`config.mk`:
```
export PLATFORM = sky130hd
export DESIGN_NAME = jitter_gate
export DESIGN_NICKNAME = d
export VERILOG_FILES = /design/src/rtl/jg_pkg.sv /design/src/rtl/jg_range_map.sv /design/src/rtl/jg_dummy_alu.sv /design/src/rtl/jitter_gate.sv
export SDC_FILE = /design/constraint.sdc
export NUM_CORES = 1
export LEC_CHECK = 0
export BUFFER_PORTS_ARGS = -buffer_cell sky130_fd_sc_hd__buf_2
export CAP_MARGIN = 20
export CORE_UTILIZATION = 45
export DETAILED_ROUTE_END_ITERATION = 10
export PLACE_DENSITY = 0.59
export SYNTH_ARGS = -nofsm -noshare
export SYNTH_HDL_FRONTEND = slang
export SYNTH_SLANG_ARGS = --single-unit
```
`constraint.sdc`:
```
create_clock -name clk -period 121.9 [get_ports clk]
set_clock_uncertainty 0.05 [all_clocks]
set_input_delay 24.38 -clock clk [delete_from_list [all_inputs] [get_ports clk]]
set_output_delay 24.38 -clock clk [all_outputs]
set_load 0.02 [all_outputs]
```
`src/rtl/jg_pkg.sv`:
```
package jg_pkg;

    typedef enum logic [2:0] {
        ST_FETCH  = 3'd0,
        ST_STALL  = 3'd1,
        ST_RUN    = 3'd2,
        ST_LOCK   = 3'd3,
        ST_DFETCH = 3'd4,
        ST_DUMMY  = 3'd5
    } jg_state_e;

    function automatic int max3(input int a, input int b, input int c);
        int m;
        m = (a > b) ? a : b;
        return (m > c) ? m : c;
    endfunction

endpackage

```
`src/rtl/jg_range_map.sv`:
```
module jg_range_map #(
    parameter int RW = 32,
    parameter int LO = 1,
    parameter int HI = 5,
    parameter int VW = 8
) (
    input  logic [RW-1:0] word,
    output logic          ok,
    output logic [VW-1:0] val
);
    localparam int M = HI - LO + 1;
    localparam logic [63:0] SPAN  = 64'd1 << RW;
    localparam logic [63:0] LIMIT = SPAN - (SPAN % 64'(M));

    logic [63:0]   wide;
    logic [RW-1:0] rem;

    always_comb begin
        wide = 64'(word);
        ok   = wide < LIMIT;
        rem  = word % RW'(M);
        val  = VW'(rem) + VW'(LO);
    end
endmodule

```
`src/rtl/jg_dummy_alu.sv`:
```
module jg_dummy_alu #(
    parameter int RW = 32
) (
    input  logic          clk,
    input  logic          rst,
    input  logic          load,
    input  logic [RW-1:0] seed_in,
    input  logic          step,
    output logic [RW-1:0] q
);
    logic [RW-1:0] seed;
    logic          odd;

    always_ff @(posedge clk) begin
        if (rst) begin
            seed <= '0;
            odd  <= 1'b0;
            q    <= '0;
        end else if (load) begin
            seed <= seed_in;
            odd  <= 1'b0;
        end else if (step) begin
            odd <= ~odd;
            if (odd) q <= {q[RW-2:0], q[RW-1]};
            else     q <= q ^ seed;
        end
    end
endmodule

```
`src/rtl/jitter_gate.sv`:
```
module jitter_gate
    import jg_pkg::*;
#(
    parameter int RW      = 32,
    parameter int S_MIN   = 1,
    parameter int S_MAX   = 5,
    parameter int D_MIN   = 1,
    parameter int D_MAX   = 10,
    parameter int RUN_LEN = 4
) (
    input  logic          clk,
    input  logic          rst,
    output logic          rnd_req,
    input  logic          rnd_ack,
    input  logic [RW-1:0] rnd_word,
    input  logic          lock_i,
    input  logic          idle_i,
    output logic          clk_en,
    output logic          dummy_o,
    output logic [RW-1:0] dummy_q
);
    localparam int MAXV = max3(S_MAX, D_MAX, RUN_LEN);
    localparam int CW   = $clog2(MAXV + 1);

    jg_state_e     state, state_n;
    logic [CW-1:0] cnt, cnt_n;
    logic          s_ok, d_ok;
    logic [CW-1:0] s_val, d_val;
    logic          alu_load, alu_step;

    jg_range_map #(.RW(RW), .LO(S_MIN), .HI(S_MAX), .VW(CW)) i_stall_map (
        .word (rnd_word),
        .ok   (s_ok),
        .val  (s_val)
    );

    jg_range_map #(.RW(RW), .LO(D_MIN), .HI(D_MAX), .VW(CW)) i_dummy_map (
        .word (rnd_word),
        .ok   (d_ok),
        .val  (d_val)
    );

    jg_dummy_alu #(.RW(RW)) i_dummy_alu (
        .clk     (clk),
        .rst     (rst),
        .load    (alu_load),
        .seed_in (rnd_word),
        .step    (alu_step),
        .q       (dummy_q)
    );

    always_comb begin
        state_n  = state;
        cnt_n    = cnt;
        alu_load = 1'b0;
        alu_step = 1'b0;
        unique case (state)
            ST_FETCH: begin
                if (rnd_ack && s_ok) begin
                    state_n = ST_STALL;
                    cnt_n   = s_val;
                end
            end
            ST_STALL: begin
                if (cnt == CW'(1)) begin
                    if (idle_i) begin
                        state_n = ST_DFETCH;
                    end else begin
                        state_n = ST_RUN;
                        cnt_n   = CW'(RUN_LEN);
                    end
                end else begin
                    cnt_n = cnt - CW'(1);
                end
            end
            ST_DFETCH: begin
                if (rnd_ack && d_ok) begin
                    state_n  = ST_DUMMY;
                    cnt_n    = d_val;
                    alu_load = 1'b1;
                end
            end
            ST_DUMMY: begin
                alu_step = 1'b1;
                if (cnt == CW'(1)) begin
                    state_n = ST_RUN;
                    cnt_n   = CW'(RUN_LEN);
                end else begin
                    cnt_n = cnt - CW'(1);
                end
            end
            ST_RUN: begin
                if (cnt == CW'(1)) begin
                    state_n = lock_i ? ST_LOCK : ST_FETCH;
                end else begin
                    cnt_n = cnt - CW'(1);
                end
            end
            ST_LOCK: begin
                if (!lock_i) state_n = ST_FETCH;
            end
            default: state_n = ST_FETCH;
        endcase
    end

    always_ff @(posedge clk) begin
        if (rst) begin
            state <= ST_FETCH;
            cnt   <= '0;
        end else begin
            state <= state_n;
            cnt   <= cnt_n;
        end
    end

    assign rnd_req = (state == ST_FETCH) || (state == ST_DFETCH);
    assign clk_en  = (state == ST_RUN) || (state == ST_LOCK);
    assign dummy_o = (state == ST_DUMMY);
endmodule

```
; ---- Yosys cells after proc, flatten, opt, wreduce, memory -nomap -nowiden
; Index checks and enable logic that the tools add are counted.
[op_classes]
n_addsub = 3
div = 2
order_cmp = 2
eq_ne = 14
n_mux = 20
n_bitwise = 3
n_reduce_logical = 10
[op_table]
columns = op, n
row1 = $lt 32x32->1 const B, 2
row2 = $mod 32x3->32 const B, 1
row3 = $mod 32x4->32 const B, 1
row4 = $mux 32, 1
row5 = $xor 32x32->32, 1
row6 = $mux 4, 6
row7 = $mux 3, 7
row8 = $pmux 4 s5, 1
row9 = $pmux 3 s6, 1
row10 = $ne 2x2->1 const B, 6
row11 = $add 4x1->4 const B, 2
row12 = $eq 3x2->1 const B, 2
row13 = $eq 3x3->1 const B, 2
row14 = $reduce_and 6->1, 1
row15 = $reduce_and 5->1, 1
row16 = $reduce_bool 5->1, 1
row17 = $eq 4x1->1 const B, 1
row18 = $sub 4x1->4 const B, 1
row19 = $eq 3x1->1 const B, 1
row20 = $logic_not 3->1, 1
row21 = $mux 1, 3
row22 = $ne 3x3->1 const B, 1
row23 = $logic_and 1x1->1, 2
row24 = $logic_or 1x1->1, 2
row25 = 5 further kinds, 6
[word_totals]
regBits = 72
input_bits = 37
output_inout_bits = 35
word_cells = 59

; ---- Depth between registers and ports, before layout
; Gate-level depths: netlist of run 1.
[logic_depth]
ltp_word = 6
depth_mapped = 358

; ---- Cells and area by module
; A second synthesis of run 1 with hierarchy kept.
[hier_totals]
cells_unflattened = 1751
hier_area_um2 = 12794.8
[by_module_without_submodules]
columns = module, instances, cells_each, area_each_um2, seq_area_each_um2
row1 = jg_range_map at i_dummy_map, 1, 688, 4662.0, 0.0
row2 = jg_range_map at i_stall_map, 1, 685, 4543.1, 0.0
row3 = jg_dummy_alu, 1, 301, 2957.8, 1301.2
row4 = jitter_gate, 1, 77, 631.9, 140.1

; ---- Least setup slack after synthesis of run 1
; Ideal clock, no wire load.
[synth_timing]
path_type = input -> register
from = input rnd_word[14]
to = register cnt[1]
setup_ns = 0.070
arrival_time_ns = 92.274
required_ns = 121.780
slack_ns = 29.506
stages = 325
n_path_buf = 20
cell_sequence = or4_4 > or4_1 > o311a_1 > or2_2 > ha_1 > or3_1 > o221a_2 > a21oi_1 > ha_1 > o21a_1 > o21a_1 > o21a_1 > nor3_1 > nand2_4 > a21oi_1 > ha_1 > o21a_1 > o21a_1 > (+289 left out) > mux2i_1 > ha_1 > nand2_1 > nand2_1 > a21o_1 > a21oi_1 > nand4_1 > a211oi_1 > nand4_1 > a2111o_1 > a2111oi_2 > nand4_4 > nor2_1 > a21oi_1 > ha_1 > a21oi_1 > a211o_1 > a21oi_1
[synth_via]
elab_chain_cells = 4
[synth_rtl]
columns = item, line
row1 = from (decl), jitter_gate.sv:15  ; input logic [RW-1:0] rnd_word,
row2 = "$mod 32x4->32, or another cell as far along", jg_range_map.sv:21  ; rem = word % RW'(M);
row3 = "$add 4x1->4, or another cell as far along", jg_range_map.sv:22  ; val = VW'(rem) + VW'(LO);
row4 = "$mux 4, or another cell as far along", jitter_gate.sv:77  ; if (rnd_ack && d_ok) begin
row5 = $pmux 4 s5 or $reduce_and 5->1 (tied branches), --
row6 = to (signal assigned), jitter_gate.sv:112  ; cnt <= cnt_n;
row7 = to (decl), jitter_gate.sv:26  ; logic [CW-1:0] cnt, cnt_n;
; Several ways; a longest one is shown, not always the timed one. The select of a mux whose other input is x is not followed.
; A chain may end at the register's enable or synchronous reset.

; ---- Final worst setup path of run 1
[layout_timing]
from = input rnd_word[0]
to = register cnt[1]
; Same word-level chain as after synthesis.

==> results by group, run 1 <==
Place
  • GP Congestion: between 0.9 and 1
  • PortBufs: 71
  • Post-DP HPWL: 58320 um

Synth
  • Mapped Cells: 3041
  • Async SR Flop Fraction: 0%
  • Post-Syn Area: 22600 um^2
  • Mean post-synth cell area: 7.431 um^2
  • Number of synthesized flops with an enable pin: 0
  • Sequential share of the synthesized area: under 10%
  • Synthesized Nets: 3204
  • Ys flop type: dfxtp_1
  • #FFs+latches synth: slightly above 70
  • Synth warn: 0
  • Unique masters post-synth: 187

CTS
  • Clock transition at the registers of the reported paths: 0.06 ns
  • Post-cts hold buffer count: 0
  • Postcts setup bufs: 0
  • Clock Sink Count: 72
  • CTS tree: built
  • Clk_lat worst skew: 0.33 ns
  • Inserted Clock Buffers: 9
  • Root Driver: clkbuf_16
  • Clock buffer depth: 2
  • H-tree depth: 3
  • Post_cts resized: 0

Worst setup path
  • Data arrival, critical path: 103.50 ns
  • Reg2Reg Depth: 308
  • Crit-path slowest cell: o22ai_1
  • Most common cell on crit path: o21a_1
  • Worst r2r src: state[1]$_SDFFE_PP0P_
  • Critical path type: in -> reg
  • R2r setup slk: 41.36 ns
  • Largest fanout on the critical path: 17
  • Largest stage delay, worst path: 0.74 ns
  • CP Data Required Time: between 100 and 150 ns
  • CP Launch Type: primary input
  • Worst R2R End: cnt[1]$_SDFFE_PP0P_
  • Crit end category: flip-flop

Global route
  • Gr ovfl total: 0
  • Total Routing Usage GR: roughly 27%
  • Initial antenna violation count: 2
  • Number of global-route vias before repair: 22319
  • Largest net degree at the start of global routing: 73
  • First-pass GRT wire length: between 100000 and 150000 um

Detailed routing
  • Routed length per instance: between 15 and 20 um
  • Antenna-violating nets left: 0
  • # DRC: 0
  • Via Count: 23754
  • DR iter-0 viols: 1755
  • Drt first pass iters: 6
  • Vias/cell: approximately 6.4
  • Final wirelength: 71590 um

Die
  • Core area: about 49000 um^2
  • I/O Pins: 72
  • Die X: approximately 230 um
  • Die Area: 51120 um^2
  • DIE HEIGHT: 226.1 um
  • Rows: 81
  • Initial core utilization: around 46%

Final layout
  • Net count reported at finish: 3190
  • Reg area: 1443 um^2
  • Filler cell count in the final layout: 5054
  • Fin util: 47.55%
  • P&R area growth vs syn: 3.638%
  • Commonest cells after routing, fill and taps aside: nor2_1 (389), nand2_1 (231), a21oi_1 (214), o21ai_0 (153), nor3_1 (146)
  • Commonest non-fill, non-tap cell in the layout: nor2_1
  • Multi-input gate area: between 20000 and 25000 um^2
  • Layout cells sized above 1: 19.04%

Timing
  • Post-route setup TNS: 0 ns
  • Fin crit share: about 85%
  • Unrepaired setup endpoints after global routing: no
  • FMAX: about 0.0097 GHz
  • Max-slew violation count: 0
  • Worst Tran Pin Value: 1.002 ns
  • Final Hold Vio Count: 0
  • Final setup fails: 0
  • Final min period: 103.37 ns
  • Relative slew slack: between 30% and 40%

Flow run
  • Max-cap viol count: 0

Min path
  • Worst min-delay path class: reg -> reg
  • Min-delay src: cnt[1]$_SDFFE_PP0P_
  • End of the worst hold path: cnt[1]$_SDFFE_PP0P_
  • Hold path depth: 2

Outcome
  • Status: finished clean
==> metrics by stage <==
stage          hold WS (ns)  std cells  area [um^2]  worst slack [ns]
2_1_floorplan        0.3950       3041        22600             29.51
3_3_place_gp         0.4210       3680        23130             21.80
3_5_place_dp         0.4218       3680        23130             18.93
4_1_cts              0.4301       3695        23420             19.03
5_1_grt              0.4466       3695        23420             11.65
6_report             0.4387       3696        23420             18.53
==> cell type report <==
type	instances	area share, %
multi-input cells	2804	86.19
clock inverters	4	0.1923
inverters	54	0.8655
flip-flops and latches	72	6.160
diodes	1	0.01068
clock buffers	11	1.036
repair buffers	86	1.998
well taps	664	3.547
==> sequential cells by signal, summed over array words and instances, names as in the netlist <==
name              count
cnt                   4
i_dummy_alu.odd       1
i_dummy_alu.q        32
i_dummy_alu.seed     32
state                 3
==> logic make-up after synthesis <==
group | count (synthesis) | synth area share (%)
AND/OR/NAND/NOR | 1354 | 33.84
AO/OA/AOI/OAI | 1019 | 35.00
XOR/XNOR | 184 | 7.630
buffers and inverters | 165 | 4.297
adder cells (fa/ha/maj) | 127 | 7.054
multiplexers | 120 | 5.803
flip-flops | 72 | 6.378
==> worst max-delay path, delay by kind of cell <==
kind / cells / cell delay, ns
AO/OA/AOI/OAI: 151 / 36.65
adder cells (fa/ha/maj): 30 / 8.92
buffers and inverters: 8 / 0.99
multiplexers: 8 / 2.47
AND/OR/NAND/NOR: 109 / 29.94
==> Yosys cell counts, drive strengths merged, types with 54 or more instances <==
cell    number  area [um^2]
a21o        61        494.2
a21oi      228         1209
clkbuf      65        329.1
dfxtp       72         1441
ha         125         1564
inv         54        202.7
mux2i       85        898.4
nand2      245        998.5
nand3       93        525.5
nand4       59        451.7
nor2       400         1539
nor3       162        940.9
o21a        76        574.3
o21ai      189         1025
xnor2      118         1086
xor2        65        614.3
==> layer usage <==
metal  up-vias  track usage (%)  part of all wire [%]
met3       114            2.238                   4.2
met2       658            45.46                    45
li1      11656                -                     -
met5         -                0                 0.032
met4         4            6.604                   2.4
met1     11322            38.30                    48
==> worst max-delay path by stage <==
stage | startpoint | end | slack [ns] | cells after the start
after CTS | rnd_word[0] | cnt[1]$_SDFFE_PP0P_ | 19.03 | 307
after detailed placement | rnd_word[0] | cnt[1]$_SDFFE_PP0P_ | 18.93 | 305
final | rnd_word[0] | cnt[1]$_SDFFE_PP0P_ | 18.53 | 306
after floorplan | rnd_word[14] | cnt[1]$_SDFFE_PP0P_ | 29.51 | 325
after global placement | rnd_word[0] | cnt[1]$_SDFFE_PP0P_ | 21.80 | 309
after global routing | rnd_word[1] | cnt[1]$_SDFFE_PP0P_ | 11.65 | 309
Power of run 1 is left out: the tool's default activity adds up to more than one toggle a clock period on the data nets, which glitch-free logic cannot reach.
==> run 2, diff against run 1 <==
Settings changed: ABC_AREA from default to 1.
Clock period 121.9 ns to 102.5 ns, I/O delays scaled along.
==> results by group, run 2 <==
CTS
  • Clk_lat worst skew: 0.34 ns (about the same)
  • Post_cts resized: 0 (unchanged)
  • Postcts setup bufs: 0 (unchanged)
  • Clock Sink Count: 72 (unchanged)
  • Root Driver: clkbuf_16
  • H-tree depth: 3 (unchanged)
  • Clock transition at the registers of the reported paths: 0.06 ns (about the same)
  • Post-cts hold buffer count: 0 (unchanged)
  • Inserted Clock Buffers: 9 (unchanged)
  • CTS tree: built
  • Clock buffer depth: 2 (unchanged)

Flow run
  • Max-cap viol count: 0 (unchanged)

Final layout
  • P&R area growth vs syn: 2.883%
  • Commonest cells after routing, fill and taps aside: nand2_1 (1166), inv_1 (683), nand3_1 (454), nor2_1 (415), nand2_2 (212)
  • Reg area: 1445 um^2 (+0.17%)
  • Commonest non-fill, non-tap cell in the layout: nand2_1
  • Biggest regs: i_dummy_alu.q: 32 flops, i_dummy_alu.seed: 32 flops, cnt: 4 flops
  • Layout cells sized above 1: 20.75% (+1.7 points)
  • Net count reported at finish: 5030 (+58%)
  • Multi-input gate area: 22740 um^2 (+13%)
  • Filler cell count in the final layout: 6918 (+37%)

Synth
  • Mapped Cells: 4892 (+61%)
  • Number of synthesized flops with an enable pin: 0 (unchanged)
  • Unique masters post-synth: 72 (-61%)
  • Sequential share of the synthesized area: 5.086% (-1.3 points)
  • Post-Syn Area: 28340 um^2 (+25%)
  • Post-synth top cells: nand2_1 (1166), inv_1 (683), nand3_1 (455)
  • Async SR Flop Fraction: 0% (unchanged)
  • Synthesized Nets: 5055 (+58%)
  • Share of the synthesized area in the top cell type: 15.44% (+8.5 points)
  • Ys flop type: dfxtp_1
  • Mean post-synth cell area: 5.793 um^2 (-22%)
  • Top-count cell post-synth: nand2_1
  • #FFs+latches synth: 72 (unchanged)
  • Synth warn: 0 (unchanged)
  • Yosys top cell by area: nand2_1
  • Synth area leaders: nand2_1 (15%), inv_1 (9.0%), nand3_1 (8.0%)

Timing
  • Post-route setup TNS: 0 ns (unchanged)
  • Worst Tran Pin Value: 0.9534 ns (-0.04901 ns)
  • Relative slew slack: 36.44% (+3.8 points)
  • FMAX: 0.01220 GHz
  • Final min period: 81.99 ns
  • Unrepaired setup endpoints after global routing: no
  • Fin crit share: ~80%
  • Post-layout worst setup margin: 20.51 ns (+1.976 ns)
  • Final Hold Vio Count: 0 (unchanged)
  • Final setup fails: 0 (unchanged)
  • Max-slew violation count: 0 (unchanged)

Place
  • Setup WS pre-CTS: 20.22 ns (+1.292 ns)
  • PortBufs: 71 (unchanged)
  • Post-DP HPWL: 71020 um (+22%)
  • GP Congestion: 0.9369 (-2.1%)

Die
  • Die X: 253.0 um (+12%)
  • Core area: 61940 um^2 (+26%)
  • Rows: 91 (+12%)
  • I/O Pins: 72 (unchanged)
  • Die Area: 63980 um^2 (+25%)
  • DIE HEIGHT: 253.0 um (+12%)
  • Initial core utilization: 45.75% (-0.13 points)

Detailed routing
  • Drt first pass iters: 6 (unchanged)
  • Final wirelength: 84540 um (+18%)
  • Via Count: 29737 (+25%)
  • Routed length per instance: 14.80 um (-24%)
  • # DRC: 0 (unchanged)
  • Antenna-violating nets left: 0 (unchanged)
  • Vias/cell: 5.206 (-19%)
  • DR iter-0 viols: 1755 (unchanged)

Worst setup path
  • Crit-path slowest cell: nand3_2
  • Worst R2R End: cnt[1]$_SDFFE_PP0P_
  • Critical path type: in -> reg
  • Worst r2r src: state[1]$_SDFFE_PP0P_
  • Data arrival, critical path: 82.15 ns (-21.35 ns)
  • Reg2Reg Depth: 334 (+8.4%)
  • Crit end category: flip-flop
  • CP Data Required Time: 102.66 ns (-19.37 ns)
  • CP Launch Type: primary input
  • Critical path startpoint: rnd_word[30]
  • R2r setup slk: 39.79 ns (-1.57 ns)
  • Buffers & Inverters on Critical Path: 62 (+54)
  • Crit path to: cnt[1]$_SDFFE_PP0P_
  • Largest stage delay, worst path: 0.68 ns (-0.06 ns)
  • CP Depth: 331 (+8.2%)
  • Largest fanout on the critical path: 38 (+21)
  • Cell family with most CP delay: simple AND/OR/NAND/NOR gates
  • Most common cell on crit path: inv_1

Global route
  • Total Routing Usage GR: 25.99% (-1.5 points)
  • Largest net degree at the start of global routing: 98 (+34%)
  • Initial antenna violation count: 8 (+6)
  • Number of global-route vias before repair: 27395 (+23%)
  • First-pass GRT wire length: 138000 um (+18%)
  • Gr ovfl total: 0 (unchanged)

Min path
  • Worst min-delay path class: reg -> reg

Outcome
  • Status: finished clean
## run 2: changes by cell type after synthesis, moves of 105 or more
cell and delta:
nand2_1 +935, nand3_2 +155, nand3_1 +371, inv_1 +632
nand4_1 +124, nor3_1 -105, nor2_2 +108, nand2_2 +205
## run 2: stage by stage
step	cells	utilization (%)	area, um^2	hold WS [ns]
floorplan	4892	-	28340	0.3915
global placement	5693	46.63	28880	0.4052
detailed placement	5693	46.63	28880	0.4093
CTS	5709	47.06	29150	0.4180
global route	5711	47.07	29150	0.4407
finish	5712	47.07	29160	0.4127
## run 2: cell families (layout without fill, tap and decap cells)
logic type	Yosys count	count (layout)	share of synthesized area, %
simple gates	3075	3075	59.57
xor+xnor	127	127	3.951
buf+inv	945	925	14.72
compound gates	546	546	11.05
other cells	0	3	0
fa+ha+maj	126	126	5.589
flops	72	72	5.086
mux	1	1	0.03973
## run 2: worst min-delay path by stage
stage	end	cells after the start	slack (ns)	start
floorplan	i_dummy_alu.seed[31]$_SDFFE_PP0P_	2	0.39	i_dummy_alu.seed[31]$_SDFFE_PP0P_
global placement	i_dummy_alu.seed[17]$_SDFFE_PP0P_	2	0.41	i_dummy_alu.seed[17]$_SDFFE_PP0P_
detailed placement	i_dummy_alu.seed[25]$_SDFFE_PP0P_	2	0.41	i_dummy_alu.seed[25]$_SDFFE_PP0P_
CTS	i_dummy_alu.seed[25]$_SDFFE_PP0P_	2	0.42	i_dummy_alu.seed[25]$_SDFFE_PP0P_
global route	i_dummy_alu.seed[26]$_SDFFE_PP0P_	2	0.44	i_dummy_alu.seed[26]$_SDFFE_PP0P_
finish	i_dummy_alu.seed[25]$_SDFFE_PP0P_	2	0.41	i_dummy_alu.seed[25]$_SDFFE_PP0P_
## run 2: routing by layer
metal,GRT usage [%],vias up,routed length (um)
met5,0,-,39
met4,5.022,6,1462
met3,2.621,92,3630
met2,46.16,546,40280
met1,33.77,13359,39130
li1,-,15734,-
## run 2: worst register-to-register path: cells and delay by family, from the launching register on
kind	cells	cell delay (ns)
AND/OR/NAND/NOR	149	24.95
multiplexers	1	0.34
flip-flops	1	0.34
AO/OA/AOI/OAI	90	19.13
buffers and inverters	63	7.94
adder cells (fa/ha/maj)	31	9.92
## run 2: cell type report
class | count | area share [%]
multi-input combinational | 3875 | 77.99
timing repair buffer | 79 | 1.425
clock inverter | 5 | 0.1202
inverter | 830 | 11.09
clock buffer | 11 | 0.7982
tap | 837 | 3.592
sequential | 72 | 4.956
antenna | 3 | 0.02575
Power of run 2 is left out for the same reason.
